$ cat src/rtl/rsb_pkg.sv
package rsb_pkg;
  localparam int DW = 8;
  localparam int IW = $clog2(DW);
  localparam int OPW = 4;

  typedef enum logic [OPW-1:0] {
    OP_RLC = 4'd0, OP_RRC = 4'd1, OP_RL  = 4'd2, OP_RR  = 4'd3,
    OP_SLA = 4'd4, OP_SRA = 4'd5, OP_SLL = 4'd6, OP_SRL = 4'd7,
    OP_BIT = 4'd8, OP_RES = 4'd9, OP_SET = 4'd10
  } rsb_op_e;

  localparam int FC = 0;
  localparam int FN = 1;
  localparam int FP = 2;
  localparam int F3 = 3;
  localparam int FH = 4;
  localparam int F5 = 5;
  localparam int FZ = 6;
  localparam int FS = 7;
endpackage

$ cat src/rtl/rsb_shift.sv
module rsb_shift #(
  parameter int DW = 8
) (
  input  logic [2:0]    kind_i,
  input  logic [DW-1:0] a_i,
  input  logic          cin_i,
  output logic [DW-1:0] y_o,
  output logic          cout_o
);
  always_comb begin
    y_o    = a_i;
    cout_o = 1'b0;
    case (kind_i)
      3'd0: begin y_o = {a_i[DW-2:0], a_i[DW-1]}; cout_o = a_i[DW-1]; end
      3'd1: begin y_o = {a_i[0], a_i[DW-1:1]};    cout_o = a_i[0];    end
      3'd2: begin y_o = {a_i[DW-2:0], cin_i};     cout_o = a_i[DW-1]; end
      3'd3: begin y_o = {cin_i, a_i[DW-1:1]};     cout_o = a_i[0];    end
      3'd4: begin y_o = {a_i[DW-2:0], 1'b0};      cout_o = a_i[DW-1]; end
      3'd5: begin y_o = {a_i[DW-1], a_i[DW-1:1]}; cout_o = a_i[0];    end
      3'd6: begin y_o = {a_i[DW-2:0], 1'b1};      cout_o = a_i[DW-1]; end
      default: begin y_o = {1'b0, a_i[DW-1:1]};   cout_o = a_i[0];    end
    endcase
  end
endmodule

$ cat src/rtl/rsb_bitop.sv
module rsb_bitop
  import rsb_pkg::*;
#(
  parameter int DW = 8,
  parameter int IW = $clog2(DW)
) (
  input  logic [DW-1:0] a_i,
  input  logic [IW-1:0] idx_i,
  input  logic [7:0]    flags_i,
  output logic [DW-1:0] set_o,
  output logic [DW-1:0] clr_o,
  output logic [7:0]    test_flags_o
);
  logic [DW-1:0] mask;
  logic          hit;

  for (genvar i = 0; i < DW; i++) begin : g_mask
    assign mask[i] = (idx_i == IW'(i));
  end

  assign set_o = a_i | mask;
  assign clr_o = a_i & ~mask;
  assign hit   = |(a_i & mask);

  always_comb begin
    test_flags_o     = '0;
    test_flags_o[FC] = flags_i[FC];
    test_flags_o[FN] = 1'b0;
    test_flags_o[FH] = 1'b1;
    test_flags_o[F3] = a_i[3];
    test_flags_o[F5] = a_i[5];
    test_flags_o[FZ] = ~hit;
    test_flags_o[FP] = ~hit;
    test_flags_o[FS] = hit & mask[DW-1];
  end
endmodule

$ cat src/rtl/rsb_unit.sv
module rsb_unit
  import rsb_pkg::*;
(
  input  logic           clk,
  input  logic           rst,
  input  logic [OPW-1:0] op_i,
  input  logic [DW-1:0]  operand_i,
  input  logic [7:0]     flags_i,
  input  logic [IW-1:0]  bit_idx_i,
  output logic [DW-1:0]  result_o,
  output logic [7:0]     flags_o,
  output logic           res_we_o,
  output logic           flg_we_o
);
  logic [DW-1:0] sh_y, set_y, clr_y, nx_res;
  logic          sh_c, nx_rwe, nx_fwe;
  logic [7:0]    sh_flags, bt_flags, nx_flg;

  rsb_shift #(.DW(DW)) u_shift (
    .kind_i(op_i[2:0]), .a_i(operand_i), .cin_i(flags_i[FC]),
    .y_o(sh_y), .cout_o(sh_c)
  );

  rsb_bitop #(.DW(DW), .IW(IW)) u_bitop (
    .a_i(operand_i), .idx_i(bit_idx_i), .flags_i(flags_i),
    .set_o(set_y), .clr_o(clr_y), .test_flags_o(bt_flags)
  );

  always_comb begin
    sh_flags     = '0;
    sh_flags[FS] = sh_y[DW-1];
    sh_flags[FZ] = (sh_y == '0);
    sh_flags[F5] = sh_y[5];
    sh_flags[F3] = sh_y[3];
    sh_flags[FP] = ~^sh_y;
    sh_flags[FC] = sh_c;
  end

  always_comb begin
    nx_res = operand_i;
    nx_flg = flags_i;
    nx_rwe = 1'b0;
    nx_fwe = 1'b0;
    if (!op_i[3]) begin
      nx_res = sh_y; nx_flg = sh_flags; nx_rwe = 1'b1; nx_fwe = 1'b1;
    end else begin
      case (rsb_op_e'(op_i))
        OP_BIT: begin nx_flg = bt_flags; nx_fwe = 1'b1; end
        OP_RES: begin nx_res = clr_y; nx_rwe = 1'b1; end
        OP_SET: begin nx_res = set_y; nx_rwe = 1'b1; end
        default: ;
      endcase
    end
  end

  always_ff @(posedge clk) begin
    if (rst) begin
      result_o <= '0;
      flags_o  <= '0;
      res_we_o <= 1'b0;
      flg_we_o <= 1'b0;
    end else begin
      result_o <= nx_res;
      flags_o  <= nx_flg;
      res_we_o <= nx_rwe;
      flg_we_o <= nx_fwe;
    end
  end

  // circular left puts old bit 7 in both bit 0 and carry
  a_r1_rlc_wrap: assert property (@(posedge clk) disable iff (rst)
    (!$past(rst) && $past(op_i) == OP_RLC) |->
      (result_o[0] == $past(operand_i[DW-1]) && flags_o[FC] == $past(operand_i[DW-1])));

  // right through carry puts old carry in bit 7
  a_r2_rr_cin: assert property (@(posedge clk) disable iff (rst)
    (!$past(rst) && $past(op_i) == OP_RR) |->
      (result_o[DW-1] == $past(flags_i[FC]) && flags_o[FC] == $past(operand_i[0])));

  // shifts clear half-carry and subtract and write both targets
  a_r5_shift_hn_clear: assert property (@(posedge clk) disable iff (rst)
    (!$past(rst) && !$past(op_i[3])) |->
      (!flags_o[FH] && !flags_o[FN] && res_we_o && flg_we_o));

  // bit test keeps carry, sets half-carry, writes only flags
  a_r6_bit_test: assert property (@(posedge clk) disable iff (rst)
    (!$past(rst) && $past(op_i) == OP_BIT) |->
      (flags_o[FC] == $past(flags_i[FC]) && flags_o[FH] && !res_we_o && flg_we_o
       && flags_o[FZ] == !$past(operand_i[bit_idx_i])));

  // sign only for index 7
  a_r7_bit_sign: assert property (@(posedge clk) disable iff (rst)
    (!$past(rst) && $past(op_i) == OP_BIT && $past(bit_idx_i) != IW'(DW-1)) |->
      !flags_o[FS]);

  // set and reset leave the flags alone
  a_r8_bitmod_flags: assert property (@(posedge clk) disable iff (rst)
    (!$past(rst) && ($past(op_i) == OP_SET || $past(op_i) == OP_RES)) |->
      (flags_o == $past(flags_i) && res_we_o && !flg_we_o
       && $countones(result_o ^ $past(operand_i)) <= 1));
endmodule

$ cat config.mk
export PLATFORM = sky130hd
export DESIGN_NAME = rsb_unit
export DESIGN_NICKNAME = d
export VERILOG_FILES = /design/src/rtl/rsb_pkg.sv /design/src/rtl/rsb_shift.sv /design/src/rtl/rsb_bitop.sv /design/src/rtl/rsb_unit.sv
export SDC_FILE = /design/constraint.sdc
export NUM_CORES = 1
export LEC_CHECK = 0
export ABC_AREA = 1
export BUFFER_PORTS_ARGS = -buffer_cell sky130_fd_sc_hd__buf_2
export CAP_MARGIN = 40
export CORE_MARGIN = 2
export CORE_UTILIZATION = 45
export CTS_CLUSTER_DIAMETER = 30
export DETAILED_ROUTE_END_ITERATION = 8
export PLACE_DENSITY_LB_ADDON = 0.1
export SYNTH_ARGS = -nofsm -noshare
export SYNTH_HDL_FRONTEND = slang
export SYNTH_HIERARCHICAL = 1
export SYNTH_SLANG_ARGS = --single-unit
$ cat constraint.sdc
create_clock -name clk -period 2.1 [get_ports clk]
set_clock_uncertainty 0.15 [all_clocks]
set_input_delay 0.525 -clock clk [delete_from_list [all_inputs] [get_ports clk]]
set_output_delay 0.525 -clock clk [all_outputs]
set_load 0.03 [all_outputs]
== Word level (Yosys, flattened, before mapping) ==
Cells that the tools add are included.

* Bits in registers: 18
* Bits of input ports: 25
* Output and inout bits: 18
* Word-level logic and storage cells: 48

* Equal/unequal tests: 16
* Multiplexer cells: 10
* Bitwise operators: 7
* Reductions and logical operators: 9

{| class="wikitable"
|+ Operator list
! cell !! number
|-
| $pmux 8 s7 || 1
|-
| $mux 8 || 3
|-
| $eq 3x3->1 const B || 7
|-
| $and 8x8->8 || 2
|-
| $pmux 8 s2 || 1
|-
| $eq 3x2->1 const B || 4
|-
| $eq 4x4->1 const B || 3
|-
| $logic_not 8->1 || 1
|-
| $not 8->8 || 1
|-
| $or 8x8->8 || 1
|-
| $reduce_or 8->1 || 1
|-
| $reduce_xnor 8->1 || 1
|-
| $eq 3x1->1 const B || 2
|-
| $logic_not 3->1 || 2
|-
| $mux 1 || 5
|-
| $reduce_or 2->1 || 2
|-
| $reduce_or 4->1 || 1
|-
| $reduce_or 3->1 || 1
|-
| $not 1->1 || 2
|-
| $and 1x1->1 || 1
|}

== Depth between registers and ports, before layout ==
* Depth in word-level cells: 6
* Depth in mapped cells: 12
* Depth with buffers taken out: 11

== Modules after synthesis ==
The synthesis kept the hierarchy.

{| class="wikitable"
|+ By module, submodules not included
! module !! instances !! cells an instance !! area an instance (µm²)
|-
| rsb_unit || 1 || 170 || 1,092.3
|-
| rsb_bitop || 1 || 68 || 325.3
|-
| rsb_shift || 1 || 37 || 170.2
|}

== Worst setup path before layout ==
OpenSTA, ideal clock, no wires.

* Kind: input to register
* From: input port op_i[0]
* To: register flags_o[2]
* Arrival: 1,687 ps
* Required time: 1,880 ps
* Path slack: 193 ps
* Cell stages on the path: 10
* Cells stage by stage: buf_6 > inv_4 > buf_6 > o21ai_1 > inv_1 > ha_1 > xor2_1 > nand2_1 > nand3_1 > a21oi_1

* Word-level cells in the longest chain between the ends: 4
* Elaborated cells on any way between the ends: 12
* Those cells by class: eq/ne (7); mux (3); reduce/logical (2)

{| class="wikitable"
|+ RTL lines
! what !! RTL line !! source
|-
| start: declaration || rsb_unit.sv:6 || <nowiki>input logic [OPW-1:0] op_i,</nowiki>
|-
| $eq 3x3->1 (tied with other cells) || rsb_shift.sv:13 || <nowiki>case (kind_i)</nowiki>
|-
| $pmux 8 s7 * || rsb_shift.sv:13 ||
|-
| net sh_y[2] || rsb_unit.sv:15 || <nowiki>logic [DW-1:0] sh_y, set_y, clr_y, nx_res;</nowiki>
|-
| $reduce_xnor 8->1 * || rsb_unit.sv:35 || <nowiki>sh_flags[FP] = ~^sh_y;</nowiki>
|-
| $mux 8 * || rsb_unit.sv:44 || <nowiki>if (!op_i[3]) begin</nowiki>
|-
| end signal: assignment || rsb_unit.sv:64 || <nowiki>flags_o <= nx_flg;</nowiki>
|-
| end: declaration || rsb_unit.sv:11 || <nowiki>output logic [7:0] flags_o,</nowiki>
|}

The timed path passes the listed nets; every way through them passes the cells marked *.
A chain may end at the register's enable or synchronous reset.

== Worst setup path in the final report ==
Ends and elaborated chain as after synthesis.

==> flow_summary_export.csv <==
group,metric,value,unit
outcome,status,"complete, no violations",
setup_path,max_stage_delay,0.30,ns
finish,syn_to_final_growth,13.9,%
routing,ant_nets,0,
pwr,sw_frac_of_total,37.1,%
finish,drive_gt1_share,21.9,%
setup_path,critPathSlowestCell,"ha_1",
timing,maxSlewViolCount,0,
timing,rsz0062_at_grt,"no",
clocking,cts_made_buffers,3,
synthesis,synth-seq-area-share,22.7,%
placed_design,post-place-ws,0.0500,ns
setup_path,path_class,"in2reg",
finish,nFillCells,397,
pwr,power_frac_comb,39.8,%
routing,via_per_inst,4.80,
clocking,h-tree-depth,1,
finish,num_antenna_cells,0,
pwr,p_switching,0.000326,W
clocking,cts_resized,0,
placed_design,place_congestion,0.894,
finish,final_common_cell,"nand2_1",
setup_path,required,2.12,ns
global_route,grt_start_max_net_pins,17,
finish,layout_common_cells,"nand2_1, buf_2, inv_1, nand3_1, dfxtp_1",
clocking,hold_buffers,0,
clocking,cts.sinks,18,
timing,period_share,83.4,%
floorplan,die_w,63.4,um
synthesis,ys_warn_count,6,
floorplan,rows,21,
clocking,tritoncts,"done",
finish,final_nets,342,
global_route,grtUsageTotal,20.8,%
setup_path,critPathCaptureType,"flip-flop",
timing,setup_viol,0,
routing,drt_iter0_drc,109,
clocking,cts_root_buf,"clkbuf_4",
setup_path,arrival,1.78,ns
pwr,power.leakage,1.09,nW
floorplan,die_area,4020,sq um
global_route,grt_pass1_vias,1489,
clocking,clkTransAtPathRegs,0.09,ns
timing,tns,0,ns
finish,multiInputGateArea,941,sq um
routing,vias,1714,
routing,routed_wl,3960,um
finish,regArea,360,sq um
global_route,gr-total-overflow,0,
clocking,cts_setup_buffers,0,
floorplan,initial_core_util,47.2,%
global_route,antenna_found_initial,0,
job,drv_cap,0,
routing,first_pass_iters,4,
timing,period_needed,1.75,ns
setup_path,critical_path_peak_fanout,11,
synthesis,syn_area_per_cell,5.77,sq um
pwr,clock_power_share,18.0,%
floorplan,io_pins,43,
synthesis,netlist_instances,275,
timing,fmax,0.571,GHz
setup_path,path_cells,"buf_2 -> inv_4 -> a21oi_1 -> nand3_1 -> nand2_1 -> inv_1 -> ha_1 -> xnor2_1 -> nand2_1 -> nand3_1 -> a21oi_1",
clocking,clk_path_buf_depth,2,
global_route,grt_pass1_wl,6720,um
placed_design,port_buffers,42,
timing,fin_ws,0.348,ns
pwr,seq_power_share,42.2,%
synthesis,synth-seq-cells,18,
setup_path,worst_setup_path_start_kind,"input pin",
placed_design,hpwl,3120,um
synthesis,synth_area,1590,sq um
floorplan,fp.dieH,63.4,um
routing,post-route-drc-count,0,
pwr,power_density,486,nW/um^2
synthesis,syn_nets,304,
pwr,internal_power,0.000553,W
synthesis,yosys.cell_types.count,26,
floorplan,core-area,3360,sq um
hold_path,hp-class,"in2reg",
pwr,irDropWorstVdd,157,uV
routing,wl_per_cell,11.1,um
timing,hold_viol,0,
## worst paths after layout
path / start / end / cells past startpoint
min: flags_i[1] / flags_o[1]$_SDFF_PP0_ / 3
max: op_i[0] / flags_o[2]$_SDFF_PP0_ / 11
## registers in the layout (all words and copies together) (netlist names)
name      flops
flg_we_o      1
flags_o       8
res_we_o      1
result_o      8
## per-layer routing
metal	routed length (um)	GRT usage [%]	share of wire (%)	vias to the layer above
met4	27	6.79	0.68	0
met1	1960	31.3	49	718
met2	1720	31.3	43	69
met3	253	1.25	6.4	4
li1	-	-	-	923
met5	0	0	0	-
## final cells by class
cell class	count	area share (%)
Inverter	43	9.07
Clock buffer	3	1.25
Tap cell	46	3.18
Sequential cell	18	19.9
Multi-Input combinational cell	198	52.0
Timing Repair Buffer	49	14.5
## logic make-up (layout without fill, tap and decap cells)
kind of cell | after synthesis | count (layout) | share of synthesized area [%]
adder cells (fa/ha/maj) | 4 | 4 | 3.15
XOR/XNOR | 4 | 4 | 2.21
AND/OR/NAND/NOR | 167 | 167 | 46.7
other | 2 | 2 | 0.473
flip-flops | 18 | 18 | 22.7
buffers and inverters | 59 | 95 | 18.0
AO/OA/AOI/OAI | 21 | 21 | 6.78
## worst max-delay path, delay by kind of cell
family                     cells  cell delay, ns
AOI/OAI and AO/OA              2            0.18
xor gates and xnor gates       1            0.16
adders and majority gates      1            0.30
buffers and inverters          3            0.31
and+or+nand+nor                4            0.31
## synthesized netlist by cell type (all sizes together)
library cell  count  area share [%]
nand4            11             4.3
nand3            32              10
nand3b            1            0.47
nor2             23             7.3
xnor2             2             1.1
a31oi             2            0.79
o21ai             7             2.2
nand2           100              24
ha                4             3.2
a21oi            12             3.8
clkinv            3            0.71
inv              40             9.6
dfxtp            18              23
conb              2            0.47
xor2              2             1.1
buf              14             7.2
clkbuf            2            0.47
## power groups by stage
stage	logic, W	registers, W	clock network (W)
6_report	0.000350	0.000371	0.000158
5_1_grt	0.000391	0.000374	0.000192
4_1_cts	0.000349	0.000371	0.000169
3_5_place_dp	0.000348	0.000379	0
3_3_place_gp	0.000348	0.000378	0
2_1_floorplan	0.000204	0.000434	0
## metrics by stage
step	power, W	cells	util (%)	area, sq um	hold slack (ns)
final	0.000879	357	53.8	1810	0.324
after global routing	0.000958	357	53.8	1810	0.324
after global placement	0.000726	354	53.1	1790	0.612
after floorplan	0.000638	275	-	1590	0.510
after CTS	0.000889	357	53.8	1810	0.318
after detailed placement	0.000727	354	53.1	1790	0.619
No activity file was read; power rests on OpenSTA's default activity.
